<file path="src/rtl/tic_pkg.sv">
package tic_pkg;
    localparam int unsigned NSRC        = 8;
    localparam int unsigned T1_OVF_BIT  = 7;
    localparam int unsigned VAW         = 12;
    localparam logic [11:0] VEC_BASE    = 12'h014;
    localparam logic [11:0] VEC_STEP    = 12'h002;

    typedef struct packed {
        logic [NSRC-1:0] flg;
        logic [NSRC-1:0] ena;
    } tic_regs_t;
endpackage

</file>
<file path="src/rtl/tic_flag_bank.sv">
module tic_flag_bank #(
    parameter int unsigned N = 8
) (
    input  logic [N-1:0] flg_q,
    input  logic [N-1:0] set_i,
    input  logic [N-1:0] wclr_i,
    input  logic [N-1:0] aclr_i,
    output logic [N-1:0] flg_d
);
    // Per bit: a set beats any clear, and a clear beats holding the old value.
    for (genvar i = 0; i < N; i++) begin : g_bit
        always_comb begin
            if (set_i[i])
                flg_d[i] = 1'b1;
            else if (wclr_i[i] || aclr_i[i])
                flg_d[i] = 1'b0;
            else
                flg_d[i] = flg_q[i];
        end
    end
endmodule

</file>
<file path="src/rtl/tic_prio_enc.sv">
module tic_prio_enc #(
    parameter int unsigned N        = 8,
    parameter int unsigned AW       = 12,
    parameter logic [AW-1:0] BASE   = 12'h014,
    parameter logic [AW-1:0] STEP   = 12'h002,
    localparam int unsigned IW      = (N > 1) ? $clog2(N) : 1
) (
    input  logic [N-1:0]  req_i,
    output logic          valid_o,
    output logic [IW-1:0] idx_o,
    output logic [AW-1:0] addr_o
);
    always_comb begin
        idx_o = '0;
        // Scan downward so that the lowest active index is the one kept.
        for (int i = N - 1; i >= 0; i--) begin
            if (req_i[i]) idx_o = IW'(i);
        end
    end

    assign valid_o = |req_i;
    assign addr_o  = valid_o ? (BASE + STEP * AW'(idx_o)) : '0;
endmodule

</file>
<file path="src/rtl/tmr_irq_ctrl.sv">
module tmr_irq_ctrl
    import tic_pkg::*;
(
    input  logic            clk,
    input  logic            rst_n,
    input  logic [NSRC-1:0] evt_i,
    input  logic            pwm_mode_i,
    input  logic            t1_turn_i,
    input  logic            bus_addr_i,
    input  logic [NSRC-1:0] bus_wdata_i,
    input  logic            bus_we_i,
    output logic [NSRC-1:0] bus_rdata_o,
    input  logic            gie_i,
    input  logic            vec_ack_i,
    output logic [NSRC-1:0] irq_o,
    output logic            vec_valid_o,
    output logic [VAW-1:0]  vec_addr_o
);
    localparam int unsigned IW = $clog2(NSRC);

    tic_regs_t       regs_d, regs_q;
    logic [NSRC-1:0] set_v, wclr_v, aclr_v, flg_nxt;
    logic [NSRC-1:0] flg_q, ena_q;
    logic [IW-1:0]   sel_idx;

    assign flg_q = regs_q.flg;
    assign ena_q = regs_q.ena;

    always_comb begin
        set_v = evt_i;
        set_v[T1_OVF_BIT] = pwm_mode_i ? t1_turn_i : evt_i[T1_OVF_BIT];
        wclr_v = (bus_we_i && !bus_addr_i) ? bus_wdata_i : '0;
        aclr_v = '0;
        if (vec_ack_i && vec_valid_o) aclr_v[sel_idx] = 1'b1;
    end

    tic_flag_bank #(.N(NSRC)) u_bank (
        .flg_q  (flg_q),
        .set_i  (set_v),
        .wclr_i (wclr_v),
        .aclr_i (aclr_v),
        .flg_d  (flg_nxt)
    );

    assign irq_o = {NSRC{gie_i}} & ena_q & flg_q;

    tic_prio_enc #(
        .N    (NSRC),
        .AW   (VAW),
        .BASE (VEC_BASE),
        .STEP (VEC_STEP)
    ) u_prio (
        .req_i   (irq_o),
        .valid_o (vec_valid_o),
        .idx_o   (sel_idx),
        .addr_o  (vec_addr_o)
    );

    always_comb begin
        regs_d     = regs_q;
        regs_d.flg = flg_nxt;
        if (bus_we_i && bus_addr_i) regs_d.ena = bus_wdata_i;
    end

    always_ff @(posedge clk or negedge rst_n) begin
        if (!rst_n) regs_q <= '0;
        else        regs_q <= regs_d;
    end

    assign bus_rdata_o = bus_addr_i ? ena_q : flg_q;
endmodule

</file>
<file path="config.mk">
export PLATFORM = sky130hd
export DESIGN_NAME = tmr_irq_ctrl
export DESIGN_NICKNAME = d
export VERILOG_FILES = /design/src/rtl/tic_pkg.sv /design/src/rtl/tic_flag_bank.sv /design/src/rtl/tic_prio_enc.sv /design/src/rtl/tmr_irq_ctrl.sv
export SDC_FILE = /design/constraint.sdc
export NUM_CORES = 1
export LEC_CHECK = 0
export BUFFER_PORTS_ARGS = -buffer_cell sky130_fd_sc_hd__buf_4
export CORE_MARGIN = 3
export CORE_UTILIZATION = 39
export CTS_CLUSTER_DIAMETER = 100
export DETAILED_ROUTE_END_ITERATION = 12
export GPL_ROUTABILITY_DRIVEN = 0
export PLACE_DENSITY = 0.69
export SLEW_MARGIN = 30
export SYNTH_ARGS = -nofsm -noshare
export SYNTH_HDL_FRONTEND = slang
export SYNTH_SLANG_ARGS = --single-unit
</file>
<file path="constraint.sdc">
create_clock -name clk -period 2.05 [get_ports clk]
set_input_delay 0.41 -clock clk [delete_from_list [all_inputs] [get_ports clk]]
set_output_delay 0.41 -clock clk [all_outputs]
set_load 0.05 [all_outputs]
</file>
# ---- Yosys cells after proc, flatten, opt, wreduce, memory -nomap -nowiden
# Index checks and enable logic that the tools add are counted.
dict set report op_classes {
  addsub 1
  multipliers 0
  div_mod_pow 0
  n_lt_le_gt_ge 2
  n_eq_ne 0
  n_shift 0
  n_mux 31
  bitwise 2
  reduce_logical 22
}
# cell n
set op_table {}
lappend op_table {{3-bit 2-to-1 mux} 8}
lappend op_table {{8-bit 2-to-1 mux} 3}
lappend op_table {{1-bit 2-to-1 mux} 18}
lappend op_table {{8-bit AND} 2}
lappend op_table {{2-bit nonzero test} 8}
lappend op_table {{12-bit 2-to-1 mux} 1}
lappend op_table {{1-bit logical OR} 8}
lappend op_table {{8-bit OR reduction} 1}
lappend op_table {{5-bit by 4-bit adder with 6-bit output (first input constant)} 1}
lappend op_table {{1-bit logical AND} 4}
lappend op_table {{3-bit by 4-bit < comparator with 1-bit output (second input constant)} 1}
lappend op_table {{1-bit demux with 3-bit select} 1}
lappend op_table {{3-bit by 1-bit >= comparator with 1-bit output (second input constant)} 1}
lappend op_table {{1-bit zero test} 1}
dict set report totals {
  ff_bits 16
  latchBits 0
  ram_bits 0
  mem_bits_ro 0
  in_bits 24
  output_inout_bits 29
  elab_cells 67
  mem_count 0
}

# ---- Longest topological paths before layout
# Gate-level depths: netlist of the first run.
dict set report logic_depth {
  ltp_word 18
  depth_mapped 10
  mapped_depth_nobuf 10
}

# ---- By module
# From an unflattened synthesis of the first run, not the netlist that was laid out.
dict set report unflattened {
  cells_unflattened 109
  area_unflattened_um2 1109.8
}
# module instances cells_per_inst area_per_inst_um2 seq_area_each_um2
set by_module_without_submodules {}
lappend by_module_without_submodules {tmr_irq_ctrl 1 65 828.3 400.4}
lappend by_module_without_submodules {tic_prio_enc 1 28 191.4 0.0}
lappend by_module_without_submodules {tic_flag_bank 1 16 90.1 0.0}

# ---- Worst setup path after synthesis of the first run
# Ideal clock, no wire load.
dict set report synth_timing {
  path_kind {flip-flop to output port}
  startpoint {reg regs_q[9] (netlist: flg_q[1])}
  endpoint {out vec_addr_o[3]}
  t_arrival_ns 2.067
  t_required_ns 1.640
  setup_slack_ns -0.427
  stages_incl_launch_ff 7
  path_buffers 0
  path_cell_list {dfrtp_1 a22o_1 and2_1 a21oi_1 inv_1 ha_1 nor2_1}
}
dict set report synth_via {
  elab_chain_len 5
  word_cells_on_any_way 6
  cone_classes {add/sub: 1; mux: 3; bitwise: 1; reduce/logical: 1}
}
# item line
set synth_rtl {}
lappend synth_rtl {{start: declaration} tmr_irq_ctrl.sv:21} ;# tic_regs_t regs_d, regs_q;
lappend synth_rtl {{start signal: assignment} tmr_irq_ctrl.sv:67} ;# else regs_q <= regs_d;
lappend synth_rtl {{8-bit AND (*)} tmr_irq_ctrl.sv:45} ;# assign irq_o = {NSRC{gie_i}} & ena_q & flg_q;
lappend synth_rtl {{3-bit 2-to-1 mux (2 in series)} tic_prio_enc.sv:17} ;# if (req_i[i]) idx_o = IW'(i);
lappend synth_rtl {{5-bit by 4-bit adder with 6-bit output} tic_prio_enc.sv:22} ;# assign addr_o = valid_o ? (BASE + STEP * AW'(idx_o)) : '0;
lappend synth_rtl {{12-bit 2-to-1 mux (*)} tic_prio_enc.sv:22}
lappend synth_rtl {{end: declaration} tmr_irq_ctrl.sv:17} ;# output logic [VAW-1:0] vec_addr_o
# Every way passes the cells marked *; elsewhere a longest branch is shown, timed or not.

# ---- Final worst setup path of the first run
dict set report layout_timing {
  startpoint {reg regs_q[11] (netlist: flg_q[3])}
  endpoint {out vec_addr_o[3]}
}
dict set report layout_via {
  elab_chain_len 7
  word_cells_on_any_way 8
  cone_classes {add/sub: 1; mux: 5; bitwise: 1; reduce/logical: 1}
}
# item line
set layout_rtl {}
lappend layout_rtl {{8-bit AND (*)} tmr_irq_ctrl.sv:45}
lappend layout_rtl {{3-bit 2-to-1 mux (4 in series)} tic_prio_enc.sv:17}
lappend layout_rtl {{5-bit by 4-bit adder with 6-bit output} tic_prio_enc.sv:22}
lappend layout_rtl {{12-bit 2-to-1 mux (*)} tic_prio_enc.sv:22}
# Marks and branches as above.

==> metrics.cfg, run 1 <==
[status]
status=finished, violations left
violations=setup timing

[yosys]
synth_top_cell_by_area=dfrtp_1
synth_area_leaders=dfrtp_1, mux2_2, nand2_1
synth_commonest_cells=nand2_1, dfrtp_1, mux2_2, and3_1, buf_4
seq_area_frac_synth_pct=36.41
synth_most_common_cell=nand2_1
synth-edff-count=0
avgSynthCellArea_um2=9.242
syn_area_um2=1100
synth_top_area_share_pct=36.41
ys_ff_latch=16
syn_inst=119
yosysWarnings=0
async_flop_share_pct=100.0
synth_ff_type=dfrtp_1
synth_cell_types=30

[critical_path]
critPathTopFamily=compound AO/OA/AOI/OAI gates
critical_path_class=flip-flop to primary output
rr_startpoint=flg_q[1]$_DFFE_PN0P_
required_ns=1.64
timing.rr.end=flg_q[2]$_DFFE_PN0P_
path_depth=6
crit_fanout=3
arrival_ns=1.78
r2r_setup_slack_ns=0.16
startpoint_type=flip-flop
endpoint=vec_addr_o[3]
cpPeakStageDelay_ns=0.41
end_kind=primary output
path_cells=a22o_4 > o21ai_2 > and2_4 > ha_4 > nor2_4 > buf_6
critPathLaunch=flg_q[3]$_DFFE_PN0P_
crit_buf_inv=1
cpMaxStageDelayCell=dfrtp_1
r2r_cells=10

[grt]
grt_overflow=0
grt_pass1_wl_um=5237
grt_use_total_pct=19.72
antenna_found_initial=0
grt_max_degree=17
grt_pass1_vias=1174

[detailed_routing]
wirelength_um=3336
drc=0
drt_pass1_iterations=4
ant_nets=0
wl_per_cell_um=15.16
vias=1138
viasPerCell=5.173
drt_iter0_markers=41

[final_layout]
fin_util_pct=68.66
layout.nets=218
antenna_cells=0
syn2layout_area_growth_pct=60.30
layout-drive-gt1-share_pct=57.89

[die]
coreArea_um2=2567
pin_count=53
start_util_pct=42.84
std_cell_rows=18
fp.dieW_um=59.11
die_area_um2=3493
die_h_um=59.11

[timing]
rsz0062_at_grt=yes
setup_tns_ns=-0.3878
min_period_ns=2.191
fmax_mhz=456.3
skew_ns=0.01212
setup_viol=4
worst_slack_ns=-0.1414
holdWs_ns=0.3012
drv_slew=0
finalCritPeriodShare_pct=106.9
hold_viol_final=0

[cts]
cts_tree=yes
cts_root_buffer=clkbuf_4
htree_levels=1
ctsLongestPathBuffers=2
numClockSinks=16
cts_buffers=3
clk_pin_slew_ns=0.10
clk_latency_ns=0.29

[flow_run]
cap_violations=0

[min_path]
min_from=evt_i[3]
hold_path_class=input port to flip-flop

[place]
port_buffers=45
dp_worst_setup_slack_ns=-0.01185
dpl.hpwl_um=2539

[power]
p_per_area_nw_per_um2=752.0
p_leak_nw=0.8529
ir_drop_uv=471.8

-- state kept, by name, summed over array words and instances, names as in the netlist --
| name | count |
|---|---|
| ena_q | 8 |
| flg_q | 8 |
-- placed cells by master (no fill, tap or decap), types with 3 or more instances in the layout --
| cell type | count |
|---|---|
| conb_1 | 7 |
| mux2_2 | 16 |
| a21oi_1 | 4 |
| nand2_1 | 23 |
| and2_4 | 4 |
| nand3_1 | 3 |
| buf_4 | 64 |
| clkbuf_4 | 3 |
| a31o_1 | 3 |
| dfrtp_1 | 16 |
| buf_6 | 5 |
| and3_1 | 7 |
-- what timing repair did --
| item | CTS | global route |
|---|---|---|
| setup buffers | 4 | 2 |
| setup endpoints to repair | 5 | 5 |
| pin swaps | 6 | 2 |
| hold buffers | 1 | 0 |
| endpoints found under the hold margin | 16 | 0 |
| gates resized for setup | 16 | 8 |
-- routing by layer --
layer,part of all wire (%),vias up,wire length (um),GRT usage (%)
met2,51,32,1715,35.33
met1,44,553,1466,23.75
met3,4.2,2,139,2.614
met5,0,-,0,0
li1,-,551,-,-
met4,0.42,0,14,7.443
-- power breakdown --
part	switching (mW)	total (mW)	internal, mW
Clock	0.103	0.171	0.0683
Sequential	0.0242	0.376	0.352
Combinational	0.453	0.779	0.326
Total	0.580	1.33	0.746
-- cell families after synthesis --
logic type | after synthesis | share of synthesized area, %
AO/OA/AOI/OAI | 20 | 15.36
adder cells (fa/ha/maj) | 2 | 2.275
buffers and inverters | 14 | 7.280
flip-flops | 16 | 36.40
multiplexers | 17 | 17.29
other | 1 | 0.3410
AND/OR/NAND/NOR | 49 | 21.05
-- worst min-delay path by stage --
| stage | endpoint | slack [ns] | depth (start not counted) |
|---|---|---|---|
| 3_3_place_gp | ena_q[1]$_DFFE_PN0P_ | 0.28 | 1 |
| 4_1_cts | flg_q[3]$_DFFE_PN0P_ | 0.30 | 2 |
| 3_5_place_dp | flg_q[0]$_DFFE_PN0P_ | 0.29 | 1 |
| 5_1_grt | flg_q[0]$_DFFE_PN0P_ | 0.30 | 2 |
| 6_report | flg_q[3]$_DFFE_PN0P_ | 0.30 | 2 |
| 2_1_floorplan | ena_q[0]$_DFFE_PN0P_ | 0.11 | 0 |
-- through the flow --
step                      cell area [um2]  power [mW]  instances
after floorplan                      1134      0.8278        125
after global placement               1594       1.053        210
after detailed placement             1594       1.065        210
after CTS                            1718       1.295        218
after global routing                 1763       1.388        220
final                                1763       1.326        220
-- cell type report --
cell class	count	area, um2
flip-flops and latches	16	400.4
well taps	30	37.54
multi-input cells	95	708.2
repair buffers	72	576.8
fillers	220	804.5
inverters	4	17.52
clock buffers	3	22.52
(Power assumes the default switching activity.)
==> run 2, diff against run 1 <==
CAP_MARGIN = 5   (was default)
CORE_MARGIN = 5   (was 3)
CORE_UTILIZATION = 45   (was 39)
PLACE_DENSITY = 0.78   (was 0.69)
==> metrics.cfg, run 2 (synthesis gave the netlist of run 1 again) <==
[status]
status=finished, violations left
violations=setup timing

[cts]
clk_latency_ns=0.29  ; about the same
cts_tree=yes
cts_root_buffer=clkbuf_4
clk_pin_slew_ns=0.10  ; about the same
ctsLongestPathBuffers=2  ; unchanged
htree_levels=1  ; unchanged
numClockSinks=16  ; unchanged
cts_buffers=3  ; unchanged

[grt]
antenna_found_initial=0  ; unchanged
grt_overflow=0  ; unchanged
grt_use_total_pct=22.35  ; +2.6 points
grt_pass1_wl_um=5878  ; +12%
grt_max_degree=17  ; unchanged
grt_pass1_vias=1256  ; +7.0%

[power]
ir_drop_uv=576.8  ; +22%
p_leak_nw=0.8707  ; +2.1%
p_per_area_nw_per_um2=755.9  ; +0.52%

[detailed_routing]
vias=1210  ; +6.3%
drt_iter0_markers=30  ; -27%
wl_per_cell_um=16.45  ; +8.5%
ant_nets=0  ; unchanged
wirelength_um=3685  ; +10%
drc=0  ; unchanged
viasPerCell=5.402  ; +4.4%
drt_pass1_iterations=4  ; unchanged

[critical_path]
crit_fanout=3  ; unchanged
arrival_ns=1.82  ; +0.04 ns
startpoint_type=flip-flop
end_kind=primary output
critical_path_class=flip-flop to primary output
required_ns=1.64  ; about the same

[die]
start_util_pct=45.64  ; +2.8 points
coreArea_um2=2410  ; -6.1%
std_cell_rows=18  ; unchanged
fp.dieW_um=59.44  ; +0.56%
die_h_um=59.44  ; +0.56%
pin_count=53  ; unchanged
die_area_um2=3533  ; +1.1%

[timing]
setup_tns_ns=-0.5505  ; -0.1627 ns
rsz0062_at_grt=yes
hold_viol_final=0  ; unchanged
setup_viol=4  ; unchanged
fmax_mhz=447.8  ; -1.9%
worst_slack_ns=-0.1829  ; -0.04153 ns
finalCritPeriodShare_pct=108.9  ; +2.0 points
drv_slew=0  ; unchanged
skew_ns=0.009932  ; -0.002192 ns
min_period_ns=2.233  ; +0.04153 ns

[final_layout]
final_common_cell=buf_4
fill_cells=181  ; -18%
layout-drive-gt1-share_pct=58.76  ; +0.87 points
multiInputGateArea_um2=701.9  ; -0.88%
layout.nets=222  ; +1.8%
syn2layout_area_growth_pct=62.12
fin_cells=224  ; +1.8%
antenna_cells=0  ; unchanged
seq_area_um2=400.4  ; unchanged
final_cell_mix=buf_4, nand2_1, mux2_2, dfrtp_1

[place]
placed_cells=210  ; unchanged
port_buffers=45  ; unchanged
dp_worst_setup_slack_ns=0.0007843  ; +0.01264 ns
dpl.hpwl_um=2665  ; +5.0%

[flow_run]
cap_violations=0  ; unchanged

[min_path]
hold_path_class=input port to flip-flop

## run 2: cell count changes in the layout (fill, tap and decap cells not counted), sizes merged
| cell | change |
|---|---|
| buf | +4 |
## run 2: area by class of cell
cell class	instances	share of cell area (%)
clock buffers	3	1.263
inverters	4	0.9825
flip-flops and latches	16	22.46
well taps	30	2.105
repair buffers	76	33.82
multi-input cells	95	39.37
## run 2: final timing paths
| check | startpoint | endpoint | slack, ns | cells after the start |
|---|---|---|---|---|
| worst max-delay path | ena_q[1]$_DFFE_PN0P_ | vec_addr_o[3] | -0.18 | 6 |
| worst min-delay path | evt_i[6] | flg_q[6]$_DFFE_PN0P_ | 0.30 | 2 |
| worst max register to register | flg_q[6]$_DFFE_PN0P_ | flg_q[3]$_DFFE_PN0P_ | 0.18 | 10 |
| worst min register to register | flg_q[2]$_DFFE_PN0P_ | flg_q[2]$_DFFE_PN0P_ | 0.62 | 2 |
| max in group asynchronous | rst_n | flg_q[1]$_DFFE_PN0P_ | 1.31 | 2 |
| min in group asynchronous | rst_n | flg_q[6]$_DFFE_PN0P_ | 0.53 | 2 |
## run 2: critical path: stages, from the launching register on
cell,delay [ns]
dfrtp_1,0.39
a22o_1,0.28
buf_6,0.13
o41ai_4,0.35
buf_4,0.20
nor2_4,0.04
buf_6,0.14
## run 2: routing by layer
metal / GRT usage [%] / share of wire [%] / wire [um] / up-vias
li1: - / - / - / 557
met1: 26.51 / 39 / 1454 / 590
met2: 40.09 / 54 / 1982 / 54
met3: 3.486 / 5.2 / 193 / 9
met4: 8.091 / 1.5 / 55 / 0
met5: 0 / 0 / 0 / -
## run 2: per-stage QoR
stage	instance area [um2]	util (%)	hold WS [ns]	total power [mW]
6_report	1783	73.99	0.2974	1.348
5_1_grt	1783	73.99	0.2950	1.415
4_1_cts	1725	71.60	0.3044	1.300
3_5_place_dp	1594	66.15	0.2838	1.068
3_3_place_gp	1594	66.15	0.2809	1.053
2_1_floorplan	1134	-	0.1144	0.8278
## run 2: what timing repair did
action | in CTS | in global routing
hold endpoints to repair | 16 | 0
gates cloned | 0 | 0
pin swaps | 6 | 5
buffers inserted | 4 | 7
gates resized for setup | 18 | 4
hold buffers | 1 | 0
endpoints found under the setup margin | 5 | 5
## run 2: report_power, final
| group | total [mW] | switching (mW) | internal [mW] |
|---|---|---|---|
| registers | 0.375 | 0.0234 | 0.352 |
| clock network | 0.172 | 0.103 | 0.0684 |
| logic | 0.801 | 0.464 | 0.337 |
==> run 3, diff against run 2 <==
clock period = 2.4 ns   (was 2.05 ns; I/O delays follow)
==> metrics.cfg, run 3 (synthesis gave the netlist of run 1 again) <==
[status]
status=completed

[critical_path]
rr_startpoint=flg_q[6]$_DFFE_PN0P_
r2r_setup_slack_ns=0.50  ; +0.32 ns
cpMaxStageDelayCell=dfrtp_1
startpoint_type=flip-flop
critPathLaunch=flg_q[6]$_DFFE_PN0P_
timing.rr.end=flg_q[3]$_DFFE_PN0P_
arrival_ns=1.88  ; +0.06 ns
critical_path_class=flip-flop to primary output
required_ns=1.92  ; +0.28 ns
path_cells=a22o_1 > and2_1 > nand2_1 > a21oi_2 > inv_1 > ha_4 > nor2_2 > buf_6
r2r_cells=10  ; unchanged
end_kind=primary output
crit_fanout=3  ; unchanged
cpPeakStageDelay_ns=0.41  ; +0.02 ns

[grt]
grt_max_degree=17  ; unchanged
grt_pass1_wl_um=5499  ; -6.4%
grt_pass1_vias=1171  ; -6.8%
grt_overflow=0  ; unchanged
antenna_found_initial=0  ; unchanged
grt_use_total_pct=20.62  ; -1.7 points

[cts]
clk_pin_slew_ns=0.11  ; about the same
cts_tree=yes
ctsLongestPathBuffers=2  ; unchanged
cts_root_buffer=clkbuf_4
cts-hold-fix-buffers=0  ; -1
clk_latency_ns=0.30  ; about the same
htree_levels=1  ; unchanged
numClockSinks=16  ; unchanged
cts_buffers=3  ; unchanged

[final_layout]
final_cell_mix=buf_4, nand2_1, mux2_2, dfrtp_1
layout.nets=213  ; -4.1%
fin_area_um2=1675  ; -6.0%
multiInputGateArea_um2=679.4  ; -3.2%
final_common_cell=buf_4
antenna_cells=0  ; unchanged
seq_area_um2=400.4  ; unchanged
syn2layout_area_growth_pct=52.33
layout-drive-gt1-share_pct=54.30  ; -4.5 points
fill_cells=188  ; +3.9%

[timing]
setup_viol=0  ; -4
skew_ns=0.004301  ; -0.005631 ns
setup_tns_ns=0  ; +0.5505 ns
hold_viol_final=0  ; unchanged
fmax_mhz=423.8
min_period_ns=2.359
drv_slew=0  ; unchanged
slew_headroom_pct=52.34
finalCritPeriodShare_pct=98.31
worst_pin_slew_ns=0.7134

[flow_run]
cap_violations=0  ; unchanged

[power]
combPwrFrac_pct=54.5  ; -4.9 points
ir_drop_uv=478.1  ; -17%
p_per_area_nw_per_um2=677.2  ; -10%
netSwitchingPower_uw=496.4  ; -16%
clkPwrFrac_pct=16.6  ; +3.9 points
power.share.sequential_pct=28.9  ; +1.1 points
p_leak_nw=0.8183  ; -6.0%
intPower_uw=638.2  ; -16%
switching_share_pct=43.75  ; -0.054 points

[detailed_routing]
wl_per_cell_um=17.02  ; +3.5%
vias=1200  ; -0.83%
ant_nets=0  ; unchanged
drt_iter0_markers=59  ; +97%
viasPerCell=5.556  ; +2.8%
wirelength_um=3677  ; -0.22%
drt_pass1_iterations=4  ; unchanged
drc=0  ; unchanged

[die]
pin_count=53  ; unchanged
start_util_pct=45.64  ; unchanged
die_h_um=59.44  ; unchanged
coreArea_um2=2410  ; unchanged
std_cell_rows=18  ; unchanged
fp.dieW_um=59.44  ; unchanged
die_area_um2=3533  ; unchanged

[place]
dpl.hpwl_um=2351  ; -12%
place_area_um2=1443  ; -9.5%
port_buffers=45  ; unchanged

[min_path]
hold_path_class=input port to async pin

-- run 3: changes by cell type in the layout (fill, tap and decap cells not counted), sizes merged --
cell         before  now
buf              75   67
dlygate4sd3       1    0
clkbuf            3    4
-- run 3: layout make-up --
| type | count | area share (%) |
|---|---|---|
| clock buffers | 4 | 2.166 |
| inverters | 4 | 0.8962 |
| multi-input cells | 95 | 40.55 |
| flip-flops and latches | 16 | 23.90 |
| well taps | 30 | 2.240 |
| repair buffers | 67 | 30.25 |
-- run 3: worst max path at each step --
stage	end	slack (ns)	depth (start not counted)
after global routing	vec_addr_o[3]	-0.04	8
after global placement	vec_addr_o[3]	0.22	8
final	vec_addr_o[3]	0.04	8
after floorplan	vec_addr_o[3]	0.06	6
after detailed placement	vec_addr_o[3]	0.19	8
after CTS	vec_addr_o[3]	0.007	7
-- run 3: metrics by stage --
| stage | setup WS (ns) | instances | power, mW | util [%] | hold WS, ns |
|---|---|---|---|---|---|
| floorplan | 0.06234 | 125 | 0.7006 | - | 0.1844 |
| global placement | 0.2242 | 191 | 0.8363 | 59.87 | 0.3505 |
| detailed placement | 0.1873 | 191 | 0.8488 | 59.87 | 0.3546 |
| CTS | 0.007047 | 205 | 1.079 | 65.16 | 0.03310 |
| global route | -0.03523 | 216 | 1.186 | 69.52 | 0.02850 |
| finish | 0.04063 | 216 | 1.135 | 69.52 | 0.02543 |
-- run 3: power by group through the flow --
stage / logic, mW / clock network, mW / registers [mW]
after floorplan: 0.369 / 0 / 0.331
after global placement: 0.498 / 0 / 0.338
after detailed placement: 0.507 / 0 / 0.342
after CTS: 0.563 / 0.188 / 0.328
after global routing: 0.652 / 0.201 / 0.332
final: 0.618 / 0.189 / 0.327
-- run 3: timing repair --
| action | 4_1_cts | 5_1_grt |
|---|---|---|
| gates resized for setup | 5 | 3 |
| pin swaps | 3 | 5 |
| setup buffers | 10 | 11 |
| hold endpoints to repair | 0 | 0 |
| setup endpoints to repair | 1 | 2 |
-- run 3: worst max-delay path: cells and delay by family, from the launching register on --
kind	cells	cell delay [ns]
flops	1	0.41
compound gates	2	0.36
simple gates	3	0.35
buf+inv	2	0.25
fa+ha+maj	1	0.22
-- run 3: per-layer routing --
layer / vias up / global-route usage (%) / routed length, um
met3: 12 / 3.922 / 281
met1: 583 / 25.67 / 1407
met4: 0 / 8.091 / 116
li1: 542 / - / -
met5: - / 0 / 0
met2: 63 / 34.79 / 1872
